`config.mk`:
```
export PLATFORM = sky130hd
export DESIGN_NAME = gpio_port_ctrl
export DESIGN_NICKNAME = d
export VERILOG_FILES = /design/src/rtl/gpio_port_pkg.sv /design/src/rtl/gpio_sync.sv /design/src/rtl/gpio_port_bank.sv /design/src/rtl/gpio_port_ctrl.sv
export SDC_FILE = /design/constraint.sdc
export NUM_CORES = 1
export LEC_CHECK = 0
export CORE_UTILIZATION = 34
export DETAILED_ROUTE_END_ITERATION = 10
export GPL_TIMING_DRIVEN = 0
export SLEW_MARGIN = 40
export SYNTH_ARGS = -nofsm -noshare
export SYNTH_HDL_FRONTEND = slang
export SYNTH_HIERARCHICAL = 1
export SYNTH_SLANG_ARGS = --single-unit
export TNS_END_PERCENT = 5
```
`constraint.sdc`:
```
create_clock -name clk -period 2.8 [get_ports clk]
set_clock_uncertainty 0.15 [all_clocks]
set_input_delay 0.56 -clock clk [delete_from_list [all_inputs] [get_ports clk]]
set_output_delay 0.56 -clock clk [all_outputs]
set_load 0.05 [all_outputs]
```
`src/rtl/gpio_port_pkg.sv`:
```
package gpio_port_pkg;

  // Register address of port number idx.
  function automatic logic [7:0] port_addr(input logic [7:0] base,
                                           input logic [7:0] stride,
                                           input int unsigned idx);
    int unsigned a;
    a = int'(base) + int'(stride) * idx;
    return a[7:0];
  endfunction

  // Drive mask: a pin drives only if it is an output and the port is enabled.
  function automatic logic [3:0] drive_mask(input logic [3:0] dir,
                                            input logic en);
    return en ? dir : 4'b0000;
  endfunction

endpackage

```
`src/rtl/gpio_sync.sv`:
```
module gpio_sync #(
  parameter int WIDTH  = 16,
  parameter int STAGES = 2
) (
  input  logic             clk,
  input  logic             rst_n,
  input  logic [WIDTH-1:0] din,
  output logic [WIDTH-1:0] dout
);
  logic [WIDTH-1:0] stg [STAGES];

  always_ff @(posedge clk or negedge rst_n) begin
    if (!rst_n) stg[0] <= '0;
    else        stg[0] <= din;
  end

  for (genvar i = 1; i < STAGES; i++) begin : g_stage
    always_ff @(posedge clk or negedge rst_n) begin
      if (!rst_n) stg[i] <= '0;
      else        stg[i] <= stg[i-1];
    end
  end

  assign dout = stg[STAGES-1];

  // Latency check, counted from reset so no pre-reset history is used.
  logic [1:0] age_q;
  always_ff @(posedge clk or negedge rst_n) begin
    if (!rst_n)            age_q <= '0;
    else if (age_q != 2'd3) age_q <= age_q + 2'd1;
  end

  if (STAGES == 2) begin : g_lat_chk
    assert_sync_latency_R7: assert property (@(posedge clk) disable iff (!rst_n)
      (age_q >= 2'd2) |-> (dout == $past(din, 2)));
  end
endmodule

```
`src/rtl/gpio_port_bank.sv`:
```
module gpio_port_bank
  import gpio_port_pkg::*;
#(
  parameter int PINS = 4
) (
  input  logic            clk,
  input  logic            rst_n,
  input  logic            wr_sel,
  input  logic [PINS-1:0] wr_dir,
  input  logic [PINS-1:0] wr_data,
  input  logic            port_en,
  output logic [PINS-1:0] dir_q,
  output logic [PINS-1:0] data_q,
  output logic [PINS-1:0] oe,
  output logic [PINS-1:0] dout
);
  always_ff @(posedge clk or negedge rst_n) begin
    if (!rst_n) begin
      dir_q  <= '0;
      data_q <= '0;
    end else if (wr_sel) begin
      dir_q  <= wr_dir;
      data_q <= wr_data;
    end
  end

  if (PINS == 4) begin : g_mask_fn
    assign oe = drive_mask(dir_q, port_en);
  end else begin : g_mask_gen
    assign oe = port_en ? dir_q : '0;
  end

  assign dout = data_q & oe;

  assert_write_load_R3: assert property (@(posedge clk) disable iff (!rst_n)
    wr_sel |=> (dir_q == $past(wr_dir)) && (data_q == $past(wr_data)));

  assert_write_hold_R3: assert property (@(posedge clk) disable iff (!rst_n)
    !wr_sel |=> $stable(dir_q) && $stable(data_q));

  assert_enable_gate_R4: assert property (@(posedge clk) disable iff (!rst_n)
    !port_en |-> (oe == '0));
endmodule

```
`src/rtl/gpio_port_ctrl.sv`:
```
module gpio_port_ctrl
  import gpio_port_pkg::*;
#(
  parameter int         NUM_PORTS     = 4,
  parameter int         PINS_PER_PORT = 4,
  parameter int         SYNC_STAGES   = 2,
  parameter logic [7:0] BASE_ADDR     = 8'h80,
  parameter logic [7:0] ADDR_STRIDE   = 8'h10
) (
  input  logic                                 clk,
  input  logic                                 rst_n,
  input  logic [7:0]                           sfr_addr,
  input  logic                                 sfr_wr,
  input  logic [7:0]                           sfr_wdata,
  output logic [7:0]                           sfr_rdata,
  output logic                                 sfr_hit,
  input  logic                                 en_wr,
  input  logic                                 en_wdata,
  input  logic [NUM_PORTS*PINS_PER_PORT-1:0]   pin_in,
  output logic [NUM_PORTS*PINS_PER_PORT-1:0]   pin_out,
  output logic [NUM_PORTS*PINS_PER_PORT-1:0]   pin_oe
);
  localparam int NPINS = NUM_PORTS * PINS_PER_PORT;
  localparam int N     = PINS_PER_PORT;

  // Named internal events for the checks.
  logic [NUM_PORTS-1:0] port_hit;
  logic [NUM_PORTS-1:0] port_wr;
  logic [NPINS-1:0]     dir_all;
  logic [NPINS-1:0]     data_all;
  logic [NPINS-1:0]     pin_sync;
  logic                 en_q;

  always_ff @(posedge clk or negedge rst_n) begin
    if (!rst_n)     en_q <= 1'b0;
    else if (en_wr) en_q <= en_wdata;
  end

  for (genvar p = 0; p < NUM_PORTS; p++) begin : g_port
    assign port_hit[p] = (sfr_addr == port_addr(BASE_ADDR, ADDR_STRIDE, p));
    assign port_wr[p]  = port_hit[p] & sfr_wr;

    gpio_port_bank #(.PINS(N)) u_bank (
      .clk     (clk),
      .rst_n   (rst_n),
      .wr_sel  (port_wr[p]),
      .wr_dir  (sfr_wdata[2*N-1:N]),
      .wr_data (sfr_wdata[N-1:0]),
      .port_en (en_q),
      .dir_q   (dir_all[p*N +: N]),
      .data_q  (data_all[p*N +: N]),
      .oe      (pin_oe[p*N +: N]),
      .dout    (pin_out[p*N +: N])
    );
  end

  gpio_sync #(.WIDTH(NPINS), .STAGES(SYNC_STAGES)) u_sync (
    .clk   (clk),
    .rst_n (rst_n),
    .din   (pin_in),
    .dout  (pin_sync)
  );

  assign sfr_hit = |port_hit;

  always_comb begin
    sfr_rdata = '0;
    for (int p = 0; p < NUM_PORTS; p++) begin
      if (port_hit[p]) sfr_rdata = {dir_all[p*N +: N], pin_sync[p*N +: N]};
    end
  end

  assert_decode_onehot_R2: assert property (@(posedge clk) disable iff (!rst_n)
    $onehot0(port_hit));

  assert_nohit_zero_R9: assert property (@(posedge clk) disable iff (!rst_n)
    !sfr_hit |-> (sfr_rdata == 8'h00));

  assert_out_quiet_R5: assert property (@(posedge clk) disable iff (!rst_n)
    ((pin_out & ~pin_oe) == '0));

  assert_enable_keeps_latches_R8: assert property (@(posedge clk) disable iff (!rst_n)
    (en_wr && !sfr_wr) |=> $stable(dir_all) && $stable(data_all));
endmodule

```
Word level (Yosys, flattened, before mapping). Index checks and enable logic that the tools add are counted.

Eq/ne operators: 4. Mux-type cells: 8. Bitwise logic cells: 8. Reduce and logical (&&, ||, !) cells: 1.

Operators by type and width (number): == test 8 bit (second input constant) (4); 2-to-1 mux 8 bit (4); bitwise AND 4 bit (4); 2-to-1 mux 4 bit (4); bitwise AND 1 bit (4); OR reduction 4 bit (1).

Register bits after elaboration: 65. Input port bits: 37. Output and inout port bits: 41. Logic and storage cells: 32.

Longest topological paths before layout.
Word-level depth: 5. Mapped depth: 5. Gate-level depth less buffers: 3.

Hierarchy. The synthesis kept the hierarchy.

Modules (own cells, without submodules): gpio_port_bank (instances 4, cells each 25, area an instance 381.6 um^2, seq. area each 200.2 um^2); gpio_sync (instances 1, cells each 48, area an instance 920.9 um^2, seq. area each 800.8 um^2); gpio_port_ctrl (instances 1, cells each 33, area an instance 381.6 um^2, seq. area each 25.0 um^2).

Least setup slack after synthesis. No wires, ideal clock.

Path kind: input port to output port. From: in sfr_addr[1]. To: out sfr_rdata[0]. Arrival time: 1.585 ns. Required time: 2.090 ns. Setup slack: 0.505 ns. Stages on the path: 3. Buffers on the path: 1. Cells stage by stage: nor4b_2 clkbuf_1 and3_1.

Cells in the longest elaborated chain, start to end: 5. Elaborated cells on any way between the ends: 8. Classes of those cells: eq/ne (4); mux (4).

RTL lines: start, declared (line gpio_port_ctrl.sv:12) `input logic [7:0] sfr_addr,`; == test 8 bit (line gpio_port_ctrl.sv:40) `assign port_hit[p] = (sfr_addr == port_addr(BASE_ADDR, ADDR_STRIDE, p));`; 2-to-1 mux 8 bit (3 in a row) (line gpio_port_ctrl.sv:69) `if (port_hit[p]) sfr_rdata = {dir_all[p*N +: N], pin_sync[p*N +: N]};`; 2-to-1 mux 8 bit (*) (line gpio_port_ctrl.sv:69); end, declared (line gpio_port_ctrl.sv:15) `output logic [7:0] sfr_rdata,`.

Every way passes the cells marked *; elsewhere a longest branch is shown, timed or not.

Worst setup path in the final report.
From: in sfr_addr[1]. To: out sfr_rdata[3].

Same word-level chain as after synthesis.

==> reports/results.ini <==
[grt]
grt.overflow.total=0
grt_pass1_wl_um=9110
grt_pass1_vias=1778
antenna_found_initial=0
grt_use_total_pct=14.1
grt_start_max_net_pins=43

[clocking]
numCtsBuffers=9
clkLatencyLatePin_ns=0.33
clockRootBuffer=clkbuf_8
htreeDepth=3
clk_path_buf_depth=2
cts_tree=built
cts.sinks=65
post-cts-setup-buffers=0
clk_pin_slew_ns=0.06

[layout]
drive_gt1_share_pct=34.1
n_antenna_cell=0
instances_no_fill=378
final_cell_mix=dfrtp_1, clkdlybuf4s50_1, mux2_4
final_common_cell=dfrtp_1
fillers=711
nNetsFinal=309
syn2layout_area_growth_pct=40.2

[die]
die-area_um2=8690
core_area_um2=7890
io_pins=78
initial_core_util_pct=35.9
rows=32
die_w_um=93.2
fp.dieH_um=93.2

[worst_setup_path]
critical_path_class=input port to primary output
cpMaxStageDelayCell=clkdlybuf4s50_1
crit_path_end_kind=primary output
path_cells=clkdlybuf4s50_1 -> nor4b_4 -> clkbuf_8 -> and3_1 -> buf_2
critPathMaxStageDelay_ns=0.44
arrival_ns=2.05
crit_end=sfr_rdata[3]
cp_data_required_time_ns=2.09
startpoint=sfr_addr[1]
rr_worst_depth=1
cp.depth=5
crit_buf_inv=3
cp_max_fo=10
r2r-end=en_q
reg2reg_setup_slack_ns=1.65
critPathLaunchType=input port
r2r_start=en_q
crit_family=buffers and inverters

[pwr]
p_per_area_nw_per_um2=508
power_leakage_nw=1.96
irDropWorstVdd_mv=0.311

[placement]
numPlacedInstances=361
gp_congestion=0.687
io_buffers=77
post-dp-hpwl_um=3850

[synth]
synth.net_count=218
ys_seq_elements=65
syn_area_um2=2830
synth_cell_types=16
ys_seq_area_share_pct=57.5
netlist_instances=181
avgSynthCellArea_um2=15.6
yosysWarnings=6

[detailed_routing]
drt_wl_total_um=5570
vias_per_cell=4.51
drc=0
via_count=1706
final_antenna_net_count=0
routedWlPerCell_um=14.7
drt_iter0_markers=20
drt-pass1-iter-count=4

[sta]
fin_crit_sh_pct=98.5
rsz0062_at_grt=yes
finalWorstPathRequiredPeriod_ns=2.76
hold_viol=0
slew-limit-headroom_pct=65.9
worst_slew_pin_slew_ns=0.510
hold_slack_ns=0.197
fmax_mhz=363
slew_violations=0
finalSetupViolations=0

[run_status]
outcome=finished clean

[run]
cap_violations=0

[worst_hold_path]
hp-class=flop to flop

stage by stage:
step	TNS (ns)	instance area [um2]	utilization [%]	worst slack, ns	power, mW
after floorplan	0	2830	-	0.505	1.13
after global placement	-76.70	3730	47.3	-1.08	1.24
after detailed placement	-8.04	3740	47.5	-0.832	1.25
after CTS	0	3940	50.0	0.0155	2.04
after global routing	-0.00124	3970	50.3	-0.00124	2.10
final	0	3970	50.3	0.0421	2.01
registers in the layout, summed over array words and instances, names as in the netlist:
signal and count:
g_port.u_bank/data_q 16, u_sync/dout 16, g_port.u_bank/dir_q 16, u_sync/stg 16, en_q 1
area by class of cell:
class / instances / area (um2) / area share (%)
Tap cell: 102 / 128 / 3.22
Timing Repair Buffer: 80 / 788 / 19.9
Clock buffer: 12 / 155 / 3.91
Buffer: 24 / 203 / 5.11
Multi-Input combinational cell: 92 / 1020 / 25.8
Clock inverter: 3 / 40.0 / 1.01
Sequential cell: 65 / 1630 / 41.1
cell families after synthesis:
group / synth area share, %
DFF: 57.5
and+or+nand+nor: 11.8
muxes: 24.0
buffers and inverters: 6.68
metal layers:
layer / wire (um) / share of wire [%] / track usage, %
met4: 85 / 1.5 / 6.15
met3: 245 / 4.4 / 3.66
met1: 2450 / 44 / 17.7
met5: 0 / 0 / 0
met2: 2790 / 50 / 22.9
repair_timing:
item,4_1_cts,5_1_grt
hold buffers,1,0
gates cloned,1,0
setup endpoints to repair,41,14
resized for setup,51,13
endpoints found under the hold margin,23,0
Yosys cell counts:
library cell   n  share of area [%]
and2_1        17                3.8
and3_1        27                6.0
and3_2         1               0.27
and3b_2        2               0.71
and4_1         1               0.31
buf_2          1               0.18
buf_4         16                4.2
buf_6          5                2.0
clkbuf_1       2               0.27
dfrtp_1       65                 57
mux2_2         1               0.40
mux2_4        32                 17
mux4_1         2                1.9
mux4_2         6                4.8
nor2_1         2               0.27
nor4b_2        1               0.53
worst min-delay path by stage:
stage / startpoint / end / slack (ns) / cells past startpoint
6_report: u_sync/stg[31] / u_sync/dout[15] / 0.20 / 0
5_1_grt: u_sync/stg[16] / u_sync/dout[0] / 0.20 / 0
4_1_cts: u_sync/stg[31] / u_sync/dout[15] / 0.20 / 0
3_5_place_dp: u_sync/stg[31] / u_sync/dout[15] / 0.18 / 0
3_3_place_gp: u_sync/stg[21] / u_sync/dout[5] / 0.18 / 0
2_1_floorplan: rst_n / en_q / 0.11 / 0
power by group:
group / internal, mW / total, mW / switching, mW
Combinational: 0.129 / 0.215 / 0.0861
Clock: 0.452 / 0.779 / 0.327
Sequential: 0.987 / 1.02 / 0.0321
No activity file was read; power rests on OpenSTA's default activity.
